<file path="src/rtl/psg_pkg.sv">
package psg_pkg;
  localparam int REG_W     = 8;
  localparam int NUM_REGS  = 11;
  localparam int REG_MASK  = 7;
  localparam int REG_LVL0  = 8;
  localparam int ENV_SEL_B = 4;
endpackage

</file>
<file path="src/rtl/psg_regfile.sv">
module psg_regfile
  import psg_pkg::*;
#(
  parameter int ADDR_W = 4
) (
  input  logic                      clk,
  input  logic                      rst_n,
  input  logic                      wr_i,
  input  logic                      addr_mode_i,
  input  logic [REG_W-1:0]          wdata_i,
  output logic [REG_W-1:0]          rdata_o,
  output logic [NUM_REGS*REG_W-1:0] regs_o
);
  logic [ADDR_W-1:0] sel_q, sel_d;
  logic [REG_W-1:0]  bank_q [NUM_REGS];
  logic [REG_W-1:0]  bank_d [NUM_REGS];
  logic              sel_valid;

  assign sel_valid = (int'(sel_q) < NUM_REGS);

  always_comb begin
    sel_d = sel_q;
    for (int i = 0; i < NUM_REGS; i++) bank_d[i] = bank_q[i];
    if (wr_i) begin
      if (addr_mode_i) begin
        sel_d = wdata_i[ADDR_W-1:0];
      end else begin
        for (int i = 0; i < NUM_REGS; i++)
          if (int'(sel_q) == i) bank_d[i] = wdata_i;
      end
    end
  end

  always_ff @(posedge clk or negedge rst_n) begin
    if (!rst_n) begin
      sel_q <= '0;
      for (int i = 0; i < NUM_REGS; i++) bank_q[i] <= '0;
    end else begin
      sel_q <= sel_d;
      for (int i = 0; i < NUM_REGS; i++) bank_q[i] <= bank_d[i];
    end
  end

  always_comb begin
    rdata_o = '0;
    for (int i = 0; i < NUM_REGS; i++)
      if (sel_valid && int'(sel_q) == i) rdata_o = bank_q[i];
  end

  for (genvar g = 0; g < NUM_REGS; g++) begin : g_pack
    assign regs_o[g*REG_W +: REG_W] = bank_q[g];
  end

  assert_addr_cycle_keeps_regs_R1: assert property (
    @(posedge clk) disable iff (!rst_n)
    (wr_i && addr_mode_i) |=> (regs_o == $past(regs_o)));

  assert_data_cycle_readback_R2: assert property (
    @(posedge clk) disable iff (!rst_n)
    (wr_i && !addr_mode_i && sel_valid) |=> (rdata_o == $past(wdata_i)));

  assert_idle_bus_keeps_regs_R1: assert property (
    @(posedge clk) disable iff (!rst_n)
    !wr_i |=> $stable(regs_o));
endmodule

</file>
<file path="src/rtl/psg_tone_gen.sv">
module psg_tone_gen #(
  parameter int FINE_W   = 8,
  parameter int COARSE_W = 4
) (
  input  logic                clk,
  input  logic                rst_n,
  input  logic                tick_i,
  input  logic [FINE_W-1:0]   fine_i,
  input  logic [COARSE_W-1:0] coarse_i,
  output logic                tone_o
);
  localparam int PER_W = FINE_W + COARSE_W;

  logic [PER_W-1:0] raw_per, per, cnt_q, cnt_d;
  logic [PER_W:0]   cnt_inc;
  logic             tone_q, tone_d;

  always_comb begin
    raw_per = {coarse_i, fine_i};
    per     = (raw_per == '0) ? {{(PER_W-1){1'b0}}, 1'b1} : raw_per;
    cnt_inc = {1'b0, cnt_q} + {{PER_W{1'b0}}, 1'b1};
    cnt_d   = cnt_q;
    tone_d  = tone_q;
    if (tick_i) begin
      if (cnt_inc >= {1'b0, per}) begin
        cnt_d  = '0;
        tone_d = ~tone_q;
      end else begin
        cnt_d = cnt_inc[PER_W-1:0];
      end
    end
  end

  always_ff @(posedge clk or negedge rst_n) begin
    if (!rst_n) begin
      cnt_q  <= '0;
      tone_q <= 1'b0;
    end else begin
      cnt_q  <= cnt_d;
      tone_q <= tone_d;
    end
  end

  assign tone_o = tone_q;

  assert_idle_without_tick_R4: assert property (
    @(posedge clk) disable iff (!rst_n)
    !tick_i |=> ($stable(cnt_q) && $stable(tone_q)));

  assert_count_below_period_R5: assert property (
    @(posedge clk) disable iff (!rst_n)
    tick_i |=> (cnt_q < $past(per)));

  assert_unit_period_toggles_R3: assert property (
    @(posedge clk) disable iff (!rst_n)
    (tick_i && raw_per == '0) |=> (tone_q != $past(tone_q)));
endmodule

</file>
<file path="src/rtl/psg_mix.sv">
module psg_mix
  import psg_pkg::*;
#(
  parameter int AMP_W = 4
) (
  input  logic             clk,
  input  logic             rst_n,
  input  logic             tone_i,
  input  logic             noise_i,
  input  logic             tone_off_i,
  input  logic             noise_off_i,
  input  logic [REG_W-1:0] lvl_reg_i,
  input  logic [AMP_W-1:0] env_i,
  output logic [AMP_W-1:0] amp_o
);
  logic             gate_on;
  logic [AMP_W-1:0] level;

  always_comb begin
    gate_on = (tone_i | tone_off_i) & (noise_i | noise_off_i);
    level   = lvl_reg_i[ENV_SEL_B] ? env_i : lvl_reg_i[AMP_W-1:0];
    amp_o   = gate_on ? level : '0;
  end

  assert_tone_low_mutes_R6: assert property (
    @(posedge clk) disable iff (!rst_n)
    (!tone_off_i && !tone_i) |-> (amp_o == '0));

  assert_noise_low_mutes_R6: assert property (
    @(posedge clk) disable iff (!rst_n)
    (!noise_off_i && !noise_i) |-> (amp_o == '0));

  assert_free_fixed_level_R9: assert property (
    @(posedge clk) disable iff (!rst_n)
    (tone_off_i && noise_off_i && !lvl_reg_i[ENV_SEL_B])
      |-> (amp_o == lvl_reg_i[AMP_W-1:0]));

  assert_free_env_level_R8: assert property (
    @(posedge clk) disable iff (!rst_n)
    (tone_off_i && noise_off_i && lvl_reg_i[ENV_SEL_B]) |-> (amp_o == env_i));
endmodule

</file>
<file path="src/rtl/psg_tone_mixer.sv">
module psg_tone_mixer
  import psg_pkg::*;
#(
  parameter int NUM_CH   = 3,
  parameter int COARSE_W = 4,
  parameter int AMP_W    = 4,
  parameter int ADDR_W   = 4
) (
  input  logic                    clk,
  input  logic                    rst_n,
  input  logic                    bus_wr,
  input  logic                    bus_addr_mode,
  input  logic [REG_W-1:0]        bus_wdata,
  output logic [REG_W-1:0]        bus_rdata,
  input  logic                    tick,
  input  logic                    noise_bit,
  input  logic [AMP_W-1:0]        env_level,
  output logic [NUM_CH*AMP_W-1:0] amp_o
);
  localparam int FLAT_W = NUM_REGS * REG_W;

  logic [FLAT_W-1:0] regs;
  logic [REG_W-1:0]  mask_reg;

  psg_regfile #(.ADDR_W(ADDR_W)) u_regs (
    .clk        (clk),
    .rst_n      (rst_n),
    .wr_i       (bus_wr),
    .addr_mode_i(bus_addr_mode),
    .wdata_i    (bus_wdata),
    .rdata_o    (bus_rdata),
    .regs_o     (regs)
  );

  assign mask_reg = regs[REG_MASK*REG_W +: REG_W];

  for (genvar c = 0; c < NUM_CH; c++) begin : g_voice
    logic tone;

    psg_tone_gen #(.FINE_W(REG_W), .COARSE_W(COARSE_W)) u_tone (
      .clk     (clk),
      .rst_n   (rst_n),
      .tick_i  (tick),
      .fine_i  (regs[(2*c)*REG_W +: REG_W]),
      .coarse_i(regs[(2*c+1)*REG_W +: COARSE_W]),
      .tone_o  (tone)
    );

    psg_mix #(.AMP_W(AMP_W)) u_mix (
      .clk        (clk),
      .rst_n      (rst_n),
      .tone_i     (tone),
      .noise_i    (noise_bit),
      .tone_off_i (mask_reg[c]),
      .noise_off_i(mask_reg[NUM_CH+c]),
      .lvl_reg_i  (regs[(REG_LVL0+c)*REG_W +: REG_W]),
      .env_i      (env_level),
      .amp_o      (amp_o[c*AMP_W +: AMP_W])
    );
  end
endmodule

</file>
<file path="config.mk">
export PLATFORM = sky130hd
export DESIGN_NAME = psg_tone_mixer
export DESIGN_NICKNAME = d
export VERILOG_FILES = /design/src/rtl/psg_pkg.sv /design/src/rtl/psg_regfile.sv /design/src/rtl/psg_tone_gen.sv /design/src/rtl/psg_mix.sv /design/src/rtl/psg_tone_mixer.sv
export SDC_FILE = /design/constraint.sdc
export NUM_CORES = 1
export LEC_CHECK = 0
export ABC_AREA = 1
export BUFFER_PORTS_ARGS = -buffer_cell sky130_fd_sc_hd__clkbuf_2
export CAP_MARGIN = 30
export CORE_ASPECT_RATIO = 0.7
export CORE_MARGIN = 2
export CORE_UTILIZATION = 46
export DETAILED_ROUTE_END_ITERATION = 10
export GPL_ROUTABILITY_DRIVEN = 0
export MAX_ROUTING_LAYER = met4
export SYNTH_ARGS = -nofsm -noshare
export SYNTH_HDL_FRONTEND = slang
export SYNTH_SLANG_ARGS = --single-unit
</file>
<file path="constraint.sdc">
create_clock -name clk -period 2.85 [get_ports clk]
set_clock_uncertainty 0.1 [all_clocks]
set_input_delay 0.1425 -clock clk [delete_from_list [all_inputs] [get_ports clk]]
set_output_delay 0.1425 -clock clk [all_outputs]
set_load 0.1 [all_outputs]
</file>
==> flow_metrics.py <==
metrics = {
    "run_status": {
        "status": "completed",
    },
    "clocking": {
        "numCtsBuffers": 17,
        "clkSlewWorstSetupHoldPaths_ps": 70,
        "cts_buffer_depth": 2,
        "htreeDepth": 4,
        "root_buffer": "clkbuf_16",
        "clk_latency_ps": 420,
        "clock_sinks": 131,
        "cts_tree": "built",
    },
    "global_route": {
        "grt_pass1_vias": 6099,
        "antenna_found_initial": 0,
        "grt_pass1_wl_mm": 33.4,
        "grt_max_degree": 58,
        "grt_usage": 0.247,
        "overflow": 0,
    },
    "timing": {
        "period_needed_ps": 2670,
        "setup_viol": 0,
        "fin_ws_ps": 177,
        "rsz0062_at_grt": "false",
        "fmax_mhz": 374,
        "relSlewSlack": 0.549,
        "fin_crit_sh": 0.938,
        "drv_slew": 0,
        "setup-tns-final_ps": 0,
        "hold_viol": 0,
        "worst_pin_slew_ps": 677,
    },
    "layout": {
        "nNetsFinal": 1082,
        "multi_input_area_um2": 3950,
        "drive_gt1_frac": 0.147,
        "nFillCells": 1579,
        "seq_area_um2": 3280,
        "antenna_cells": 0,
        "syn_to_final_growth_pct": 13.7,
    },
    "synth": {
        "netlist_area_um2": 7750,
        "synth_warnings": 0,
        "async_flop_share": 1.00,
        "synth_top_area_cell": "dfrtp_1",
        "yosysMostFrequentCell": "nand2_1",
        "synth_seq_area_share": 0.423,
        "ys_types": 33,
        "synthTopCellsByCount": "nand2_1, dfrtp_1, inv_1",
        "netlist_instances": 988,
        "synthTopCellsByArea": "dfrtp_1, nand2_1, ha_1, inv_1, o21ai_0",
        "synthFlopType": "dfrtp_1",
        "yosys.area.top_type_share": 0.423,
        "avgSynthCellArea_um2": 7.85,
        "synth_edf_count": 0,
        "syn-num-nets": 1045,
        "synth-seq-cells": 131,
    },
    "setup_path": {
        "ff2ff_setup_slack_ps": 240,
        "crit_path_end_kind": "primary output",
        "worstPathArrival_ps": 2430,
        "worstSetupPathType": "reg2out",
        "start_kind": "flop",
        "cp_max_fo": 7,
        "reg2reg_to": "g_voice[2].u_tone.tone_o",
        "rr_worst_depth": 13,
        "required_ps": 2610,
        "reg2reg_from": "g_voice[2].u_tone.cnt_q[0]",
    },
    "floorplan": {
        "fp.dieH_um": 113,
        "die_area_um2": 17900,
        "die_w_um": 159,
        "fp.coreArea_um2": 16400,
        "start_util": 0.473,
        "num_io_pins": 38,
        "rows": 39,
    },
    "min_path": {
        "min_from": "bus_wdata[5]",
        "whs_endpoint": "u_regs.regs_o[85]",
        "hp-class": "in2reg",
        "hold_depth": 3,
    },
    "drt": {
        "num_vias": 6591,
        "vias_per_cell": 5.22,
        "drtPass1Iterations": 5,
        "routed_wl_mm": 20.2,
        "drt-initial-drc-count": 679,
        "drc": 0,
        "ant_nets": 0,
        "wl_per_cell_um": 16.0,
    },
    "pwr": {
        "p_leak_nw": 4.19,
        "irDropWorstVdd_mv": 0.436,
        "powerDensity_nw_per_um2": 957,
    },
    "run": {
        "max-cap-violations": 0,
    },
    "place": {
        "port_buffers": 37,
        "dpl.hpwl_mm": 14.3,
        "pre_cts_ws_ps": 103,
    },
}
-- power by group --
group          switching, W  leakage (nW)  internal [W]  total (W)
clock network      0.000961         0.282       0.00124    0.00220
registers          0.000553          1.71       0.00242    0.00297
logic               0.00214          2.19       0.00112    0.00326
-- worst max path at each step --
stage                                from                          to  slack, ps  cells past startpoint
6_report                  u_regs.sel_q[3]                bus_rdata[5]        180                     10
5_1_grt        g_voice[2].u_tone.cnt_q[0]  g_voice[2].u_tone.cnt_q[1]          6                     12
3_5_place_dp   g_voice[2].u_tone.cnt_q[0]  g_voice[2].u_tone.cnt_q[2]        100                     12
3_3_place_gp   g_voice[2].u_tone.cnt_q[0]    g_voice[2].u_tone.tone_o        190                     13
2_1_floorplan  g_voice[0].u_tone.cnt_q[0]    g_voice[0].u_tone.tone_o        450                     14
4_1_cts        g_voice[2].u_tone.cnt_q[0]  g_voice[2].u_tone.cnt_q[2]         90                     12
-- flip-flops by register name, summed over array words and instances, names as in the netlist --
signal and cells:
u_regs.sel_q 4, g_voice.u_tone.cnt_q 36, u_regs.regs_o 88, g_voice.u_tone.tone_o 3
-- layout by cell type (no fill, tap or decap), drive strengths merged, types with 8 or more instances in the layout --
cell type  Yosys  final
nand3         44     45
buf           14     13
a21oi         30     30
xor2          30     30
o22ai         20     20
ha            39     39
or2            8      8
dfrtp        131    131
o21ai        113    113
nand2        311    311
nor2          72     72
inv          108    116
clkbuf        18     52
nand4         27     27
-- cells by family after synthesis --
group | after synthesis | share of synthesized area
simple gates | 475 | 0.274
compound gates | 173 | 0.134
buf+inv | 140 | 0.0723
flops | 131 | 0.423
fa+ha+maj | 39 | 0.0629
xor+xnor | 30 | 0.0339
-- stage by stage --
step | std cells | hold WS (ps) | utilization | power, W | instance area, um^2
finish | 1263 | 142 | 0.538 | 0.00843 | 8820
global route | 1263 | 159 | 0.538 | 0.00905 | 8820
CTS | 1260 | 135 | 0.535 | 0.00839 | 8770
detailed placement | 1227 | 46.4 | 0.498 | 0.00617 | 8160
global placement | 1227 | 46.2 | 0.498 | 0.00613 | 8160
floorplan | 988 | -253 | - | 0.00536 | 7750
-- worst max-delay path, cell delays in order, from the launching register on --
cell and delay [ps]:
dfrtp_1 430, inv_1 100, nand2_1 160, nor2_2 340, nand2_1 90, nand3_1 100
nor2_1 50, nand4_1 80, nand2_1 100, nand4_1 90, clkbuf_2 460
-- cell type report --
type | instances | share of cell area
inverter | 108 | 0.0460
timing repair buffer | 49 | 0.0351
multi-input combinational | 718 | 0.448
clock inverter | 15 | 0.0189
tap | 225 | 0.0319
sequential | 131 | 0.372
clock buffer | 17 | 0.0482
-- layer usage --
layer	global-route usage	up-vias	part of all wire
li1	-	3318	-
met1	0.390	3079	0.53
met2	0.314	186	0.39
met3	0.0506	8	0.072
met4	0.0600	0	0.0052
met5	-	-	0
-- timing repair --
action / in CTS / in global routing
hold buffers: 1 / 0
setup endpoints to repair: 0 / 23
gates resized for setup: 0 / 6
endpoints found under the hold margin: 54 / 0
buffers inserted: 0 / 2
Note: power is estimated with default switching activity, not from simulation.
